===== config.mk =====
export PLATFORM = sky130hd
export DESIGN_NAME = stream_alt_merge
export DESIGN_NICKNAME = d
export VERILOG_FILES = /design/src/rtl/alt_merge_pkg.sv /design/src/rtl/alt_merge_ctrl.sv /design/src/rtl/alt_merge_mux.sv /design/src/rtl/stream_alt_merge.sv
export SDC_FILE = /design/constraint.sdc
export NUM_CORES = 1
export LEC_CHECK = 0
export BUFFER_PORTS_ARGS = -buffer_cell sky130_fd_sc_hd__buf_2
export CORE_MARGIN = 5
export CORE_UTILIZATION = 27
export CTS_CLUSTER_SIZE = 8
export DETAILED_ROUTE_END_ITERATION = 8
export PLACE_DENSITY_LB_ADDON = 0.05
export SYNTH_ARGS = -nofsm -noshare
export SYNTH_HDL_FRONTEND = slang
export SYNTH_HIERARCHICAL = 1
export SYNTH_SLANG_ARGS = --single-unit

===== constraint.sdc =====
create_clock -name clk -period 1.5 [get_ports clk]
set_input_delay 0.225 -clock clk [delete_from_list [all_inputs] [get_ports clk]]
set_output_delay 0.225 -clock clk [all_outputs]
set_load 0.01 [all_outputs]

===== src/rtl/alt_merge_pkg.sv =====
package alt_merge_pkg;

    // Which input holds the turn
    typedef enum logic {
        TURN_IN0 = 1'b0,
        TURN_IN1 = 1'b1
    } turn_e;

    // Registered control state
    typedef struct packed {
        turn_e turn;
        logic  live;   // set one cycle after reset release
    } ctrl_st_t;

    localparam int NUM_IN = 2;

endpackage


===== src/rtl/alt_merge_ctrl.sv =====
module alt_merge_ctrl
    import alt_merge_pkg::*;
(
    input  logic  clk,
    input  logic  rst_n,
    input  logic  in0_empty,
    input  logic  in1_empty,
    input  logic  out_full,
    output turn_e turn,
    output logic  pop0,
    output logic  pop1,
    output logic  fire
);

    ctrl_st_t st_d, st_q;
    logic     head_ok;

    always_comb begin
        st_d      = st_q;
        st_d.live = 1'b1;
        head_ok   = (st_q.turn == TURN_IN0) ? !in0_empty : !in1_empty;
        fire      = st_q.live && head_ok && !out_full;
        pop0      = fire && (st_q.turn == TURN_IN0);
        pop1      = fire && (st_q.turn == TURN_IN1);
        if (fire) begin
            st_d.turn = (st_q.turn == TURN_IN0) ? TURN_IN1 : TURN_IN0;
        end
    end

    always_ff @(posedge clk or negedge rst_n) begin
        if (!rst_n) begin
            st_q.turn <= TURN_IN0;
            st_q.live <= 1'b0;
        end else begin
            st_q <= st_d;
        end
    end

    assign turn = st_q.turn;

endmodule


===== src/rtl/alt_merge_mux.sv =====
module alt_merge_mux
    import alt_merge_pkg::*;
#(
    parameter int W = 16
) (
    input  turn_e          turn,
    input  logic [W-1:0]   in0_dat,
    input  logic [W-1:0]   in1_dat,
    output logic [W-1:0]   out_dat
);

    logic [NUM_IN-1:0][W-1:0] lane;
    logic [W-1:0]             sel_d;

    assign lane[0] = in0_dat;
    assign lane[1] = in1_dat;

    always_comb begin
        sel_d = lane[0];
        for (int i = 0; i < NUM_IN; i++) begin
            if (int'(turn) == i) sel_d = lane[i];
        end
    end

    assign out_dat = sel_d;

endmodule


===== src/rtl/stream_alt_merge.sv =====
module stream_alt_merge
    import alt_merge_pkg::*;
#(
    parameter int W = 16
) (
    input  logic         clk,
    input  logic         rst_n,
    input  logic [W-1:0] in0_dat,
    input  logic         in0_empty,
    output logic         in0_pop,
    input  logic [W-1:0] in1_dat,
    input  logic         in1_empty,
    output logic         in1_pop,
    output logic [W-1:0] out_dat,
    input  logic         out_full,
    output logic         out_push
);

    turn_e turn;

    alt_merge_ctrl u_ctrl (
        .clk       (clk),
        .rst_n     (rst_n),
        .in0_empty (in0_empty),
        .in1_empty (in1_empty),
        .out_full  (out_full),
        .turn      (turn),
        .pop0      (in0_pop),
        .pop1      (in1_pop),
        .fire      (out_push)
    );

    alt_merge_mux #(.W(W)) u_mux (
        .turn    (turn),
        .in0_dat (in0_dat),
        .in1_dat (in1_dat),
        .out_dat (out_dat)
    );

endmodule


* Yosys cells after proc, flatten, opt, wreduce, memory -nomap -nowiden
Cells that the tools add are included.
** Word-level totals
- Register bits after elaboration :: 2
- Bits of input ports :: 37
- Output and inout bits :: 19
- Word-level logic and storage cells :: 13
** Cells by class
- Bitwise gates (word level) :: 1
- Reduce and logical (&&, ||, !) cells :: 7
- Mux-type cells :: 3
** Operators by type and width (number)
- 16-bit two-way mux :: 1
- 1-bit logical AND :: 4
- 1-bit logical NOT :: 3
- 1-bit two-way mux :: 2
- 1-bit NOT :: 1

* Depth between registers and ports, before layout
Gate-level depths: netlist of run 1.
- Depth after elaboration :: 5
- Depth in mapped cells :: 3
- Depth with buffers taken out :: 2

* Hierarchy
The synthesis of run 1 kept the hierarchy.
** Modules (own cells, without submodules)
- alt_merge_mux :: cells an instance 18, instances 1, area an instance 249.0 µm², seq. area each 0.0 µm²
- alt_merge_ctrl :: cells an instance 11, instances 1, area an instance 102.6 µm², seq. area each 50.0 µm²

* Worst setup path after synthesis of run 1
OpenSTA, ideal clock, no wires.
- Kind :: register -> output
- Start :: register u_ctrl/turn (netlist name)
- End :: output out_dat[10]
- Path slack :: 310 ps
- Arrival :: 965 ps
- Stages on the path, launching flop included :: 4
- Data required time :: 1275 ps
- Path through :: dfrtp_1 buf_6 buf_12 mux2_4
** Between the ends
- Longest elaborated chain between the ends :: 1
** RTL lines
- 16-bit two-way mux :: RTL line alt_merge_mux.sv:21 : if (int'(turn) == i) sel_d = lane[i];
- end: declaration :: RTL line stream_alt_merge.sv:14 : output logic [W-1:0] out_dat,
No other way between the ends.

* Final worst setup path of run 1
- Start :: register u_ctrl/turn (netlist name)
- End :: output out_dat[11]
** Between the ends
- Longest elaborated chain between the ends :: 1
** RTL lines (RTL line)
- 16-bit two-way mux :: alt_merge_mux.sv:21
No other way between the ends.

==> results of run 1 <==
[through the flow]
step           TNS (ns)  instance area, sq um  total power, uW  util [%]  setup WS (ns)
6_report        -0.0990                   752              677      59.3        -0.0209
5_1_grt          -0.353                   752              727      59.3        -0.0588
4_1_cts         -0.0458                   682              609      53.7        -0.0458
3_5_place_dp          0                   642              477      50.6          0.157
3_3_place_gp          0                   642              476      50.6          0.206
2_1_floorplan         0                   352              348         -          0.310
[flip-flops by register name, summed over array words and instances, names as in the netlist]
register	cells
u_ctrl/turn	1
u_ctrl/st_q	1
[cells in the final DEF (no fill, tap or decap), drive strengths merged]
master,n
conb,1
nor2,2
a21oi,1
or2,1
or2b,1
mux2,16
nor3b,1
dfrtp,2
dlygate4sd3,1
nand2b,1
buf,58
clkbuf,3
o22a,1
[routing by layer]
metal  track usage, %  vias up  share of wire, %
li1                 -      225                 -
met1             9.30      198                32
met2             16.8       26                53
met3             3.91        0                15
met4             5.11        0                 0
met5                0        -                 0
[kinds of logic after synthesis]
group,Yosys count,share of synthesized area (%)
buffers and inverters,2,8.90
DFF,2,14.2
and+or+nand+nor,6,9.97
other,1,1.07
AOI/OAI and AO/OA,2,3.91
muxes,16,61.9
[critical path, cell delays in order (launching register included)]
cell	delay, ns
dfrtp_1	0.40
buf_6	0.14
buf_12	0.12
mux2_4	0.29
buf_6	0.12
[area by class of cell]
cell class,instances,area (sq um)
fill,120,517
timing repair buffer,59,387
multi-input combinational,25,274
sequential,2,50.0
clock buffer,3,22.5
tap,15,18.8
[final timing paths]
| check | startpoint | endpoint | slack, ns | depth (start not counted) |
|---|---|---|---|---|
| max | u_ctrl/turn$_DFFE_PN0P_ | out_dat[11] | -0.02 | 4 |
| min reg2reg | u_ctrl/turn$_DFFE_PN0P_ | u_ctrl/turn$_DFFE_PN0P_ | 0.67 | 2 |
| min in group asynchronous | rst_n | u_ctrl/turn$_DFFE_PN0P_ | 0.34 | 2 |
| min | out_full | u_ctrl/turn$_DFFE_PN0P_ | 0.33 | 3 |
| max in group asynchronous | rst_n | u_ctrl/st_q[0]$_DFF_PN0_ | 1.06 | 2 |
| max reg2reg | u_ctrl/turn$_DFFE_PN0P_ | u_ctrl/turn$_DFFE_PN0P_ | 0.40 | 3 |
[power by group]
group | internal [uW] | switching, uW | total, uW
registers | 62.4 | 8.81 | 71.2
clock network | 88.0 | 27.8 | 116
logic | 316 | 174 | 490
total | 467 | 210 | 677
[what timing repair did]
item	in CTS	in global routing
gates resized for setup	2	8
hold endpoints to repair	2	0
hold buffers	1	0
buffers inserted	0	1
pin swaps	0	0
endpoints found under the setup margin	2	8
gates cloned	0	0
==> flow_metrics.py, run 1 <==
metrics = {
    "critical_path": {
        "cp-start-kind": "flop",
        "cp-end-kind": "primary output",
        "crit_required_ns": 1.27,
        "path_max_fanout": 4,
        "critPathArrivalTime_ns": 1.30,
        "critPathKind": "reg -> out",
    },
    "synth": {
        "syn_area_sq_um": 352,
        "synth-edff-count": 0,
        "synth_top_area_share_pct": 42.7,
        "async_flop_share_pct": 100,
        "netlist_top_cells_count": "10 x mux2_4, 6 x mux2_2, 2 x dfrtp_1, 2 x nor2_1",
        "ys_seq_area_share_pct": 14.2,
        "synth.area.top_cells": "mux2_4 43%, mux2_2 19%, dfrtp_1 14%",
        "ys_ff_latch": 2,
        "syn_nets": 66,
        "yosys_warnings": 6,
        "synth_top_area_cell": "mux2_4",
        "synth_area_per_cell_sq_um": 12.1,
        "ys.flop_type": "dfrtp_1",
        "synthCells": 29,
        "yosysMostFrequentCell": "mux2_4",
        "ys_types": 13,
    },
    "die": {
        "top_level_ports": 56,
        "rows": 13,
        "start_util_pct": 27.7,
        "coreArea_sq_um": 1270,
        "die_w_um": 46.1,
        "fp.dieArea_sq_um": 2120,
        "die_h_um": 46.1,
    },
    "sta": {
        "finalCritPeriodShare_pct": 101,
        "period_needed_ns": 1.52,
        "hold_viol": 0,
        "rsz0062_at_grt": "true",
        "fmax_ghz": 0.657,
        "fin_ws_ns": -0.0209,
        "skew_ns": 0.0000761,
        "final_max_slew_viol_count": 0,
        "timing.hold.ws_ns": 0.333,
        "setup_violations": 5,
    },
    "drt": {
        "vias": 449,
        "dr.pass1.iters": 4,
        "drtIter0Drc": 9,
        "ant_nets": 0,
        "via_per_inst": 4.32,
        "drt-wirelength-per-cell_um": 12.0,
        "wl_mm": 1.25,
        "drc": 0,
    },
    "status": {
        "status": "complete, but fails checks",
        "violations": "setup timing",
    },
    "clocking": {
        "root_buffer": "clkbuf_4",
        "cts_made_buffers": 3,
        "h-tree-depth": 1,
        "clkLatencyLatePin_ns": 0.22,
        "cts.path.max_buffers": 2,
        "cts_tree": "built",
        "cts.sinks": 2,
        "path_clk_slew_ns": 0.03,
    },
    "grt": {
        "track_usage_pct": 9.52,
        "antenna_found_initial": 0,
        "grt_overflow": 0,
        "grt_pass1_wl_mm": 1.44,
        "grt_start_max_net_pins": 13,
        "grt_pass1_vias": 370,
    },
    "placed_design": {
        "gp_congestion": 0.663,
        "dpl.cell_count": 99,
        "portBuffers": 55,
    },
    "flow_run": {
        "maxCapViolations": 0,
    },
    "layout": {
        "drive_above_1_share_pct": 87.6,
        "nets": 128,
        "syn_to_final_growth_pct": 114,
        "n_antenna_cell": 0,
        "fin_cells": 104,
    },
    "pwr": {
        "ir_drop_v": 0.000550,
        "powerDensity_nw_per_um2": 900,
        "p_leak_uw": 0.000432,
    },
    "worst_hold_path": {
        "hold_path_class": "in -> reg",
    },
}
Note: power is estimated with default switching activity, not from simulation.
==> run 2, diff against run 1 <==
==> constraint.sdc (replaced) <==
create_clock -name clk -period 1.5 [get_ports clk]
set_input_delay 0.075 -clock clk [delete_from_list [all_inputs] [get_ports clk]]
set_output_delay 0.075 -clock clk [all_outputs]
set_load 0.01 [all_outputs]
==> run 2 against run 1 <==
The flow now finishes without violations. Clock-buffer cell count unchanged. Sequential power decreased by 7.4%. Combinational power decreased by 21%. Wire length decreased by 4.5%. Power decreased by 16%. Worst hold slack got worse by 0.15 ns. Clock power about the same. Critical endpoint is now out_push. Largest power group unchanged. Highest routed layer unchanged.
==> flow_metrics.py, run 2 (synthesized netlist as in run 1, its figures left out) <==
metrics = {
    "grt": {
        "grt_pass1_wl_mm": 1.44,
        "grt_overflow": 0,
        "grt_start_max_net_pins": 11,
        "track_usage_pct": 9.68,
        "grt_pass1_vias": 355,
        "antenna_found_initial": 0,
    },
    "sta": {
        "hold_viol": 0,
        "period_needed_ns": 1.34,
        "fmax_ghz": 0.748,
        "setup_violations": 0,
        "fin_setup_tns_ns": 0,
        "skew_ns": 0.00235,
        "rsz0062_at_grt": "false",
        "finalCritPeriodShare_pct": 89.2,
        "final_max_slew_viol_count": 0,
    },
    "drt": {
        "ant_nets": 0,
        "via_per_inst": 4.17,
        "drtIter0Drc": 4,
        "vias": 429,
        "dr.pass1.iters": 3,
        "wl_mm": 1.19,
        "drc": 0,
        "drt-wirelength-per-cell_um": 11.6,
    },
    "layout": {
        "multi_input_area_sq_um": 270,
        "mostFrequentLayoutCell": "buf_2",
        "nets": 127,
        "final_core_utilization_pct": 52.2,
        "reg_top3": "u_ctrl/st_q (1), u_ctrl/turn (1)",
        "syn_to_final_growth_pct": 88.3,
        "register_area_sq_um": 50.0,
        "n_antenna_cell": 0,
        "drive_above_1_share_pct": 86.4,
        "mostFrequentLayoutCells": "55 x buf_2, 10 x mux2_4, 6 x mux2_2",
        "n_fill_cell": 125,
    },
    "critical_path": {
        "path_max_fanout": 9,
        "critPathArrivalTime_ns": 1.26,
        "critPathKind": "reg -> out",
        "startpoint": "u_ctrl/turn$_DFFE_PN0P_",
        "cpMaxStageDelayCell": "dfrtp_1",
        "r2r-start": "u_ctrl/turn$_DFFE_PN0P_",
        "crit_required_ns": 1.42,
        "cp-start-kind": "flop",
        "crit_chain": "buf_4, or2_1, a21oi_1, buf_2",
        "cpPeakStageDelay_ns": 0.36,
        "cp-end-kind": "primary output",
    },
    "worst_hold_path": {
        "hold_path_class": "in -> async",
    },
    "placed_design": {
        "hpwl_mm": 1.03,
        "gp_congestion": 0.634,
        "portBuffers": 55,
    },
    "die": {
        "coreArea_sq_um": 1270,
        "top_level_ports": 56,
        "start_util_pct": 27.7,
        "die_w_um": 46.1,
        "fp.dieArea_sq_um": 2120,
        "rows": 13,
        "die_h_um": 46.1,
    },
    "flow_run": {
        "maxCapViolations": 0,
    },
    "status": {
        "status": "finished clean",
    },
    "pwr": {
        "p_leak_uw": 0.000399,
        "ir_drop_v": 0.000546,
        "powerDensity_nw_per_um2": 861,
    },
    "clocking": {
        "root_buffer": "clkbuf_4",
        "cts.path.max_buffers": 2,
        "cts_tree": "built",
        "clkLatencyLatePin_ns": 0.22,
        "h-tree-depth": 1,
        "cts_made_buffers": 3,
        "path_clk_slew_ns": 0.03,
        "cts_resized": 0,
        "cts.sinks": 2,
    },
}
run 2: changes by cell type in the layout (fill, tap and decap cells not counted), sizes merged:
cell,before,now
buf,58,57
run 2: critical path, delay by kind of cell, from the launching register on:
kind | cells | cell delay, ns
buffers and inverters | 2 | 0.31
and+or+nand+nor | 1 | 0.24
AOI/OAI and AO/OA | 1 | 0.13
DFF | 1 | 0.36
run 2: power by group:
group / total (uW) / switching (uW) / internal (uW)
Combinational: 388 / 159 / 229
Clock: 116 / 28.1 / 88.1
Sequential: 65.9 / 3.53 / 62.4
run 2: per-stage QoR:
step	cells	area (sq um)	worst slack, ns	power (uW)	hold WS [ns]
after CTS	103	662	0.152	582	0.163
after global routing	103	662	0.0766	614	0.190
after floorplan	29	352	0.460	348	-0.221
after global placement	99	629	0.394	455	-0.135
after detailed placement	99	629	0.391	457	-0.134
final	103	662	0.162	570	0.186
run 2: cell type report:
class | count | share of cell area [%]
repair buffers | 58 | 45.4
flip-flops and latches | 2 | 7.56
well taps | 15 | 2.84
multi-input cells | 25 | 40.8
clock buffers | 3 | 3.40
run 2: path summary, 6_finish.rpt:
check	slack (ns)	end	cells past startpoint
worst min register to register	0.65	u_ctrl/turn$_DFFE_PN0P_	2
worst min-delay path	0.19	u_ctrl/turn$_DFFE_PN0P_	2
max in group asynchronous	1.21	u_ctrl/st_q[0]$_DFF_PN0_	2
worst max register to register	0.42	u_ctrl/turn$_DFFE_PN0P_	3
min in group clk	0.19	u_ctrl/turn$_DFFE_PN0P_	3
worst max-delay path	0.16	out_push	4
run 2: repair_timing:
item                                   CTS  global route
endpoints found under the hold margin    2             0
hold buffers                             1             0
buffers inserted                         0             0
setup endpoints to repair                0             0
run 2: layer usage:
layer  track usage, %  share of wire [%]  vias to the layer above
met1             9.09                 32                      180
met3             6.25                 18                        0
met4             5.11                  0                        0
met2             15.9                 49                       26
met5                0                  0                        -
li1                 -                  -                      223
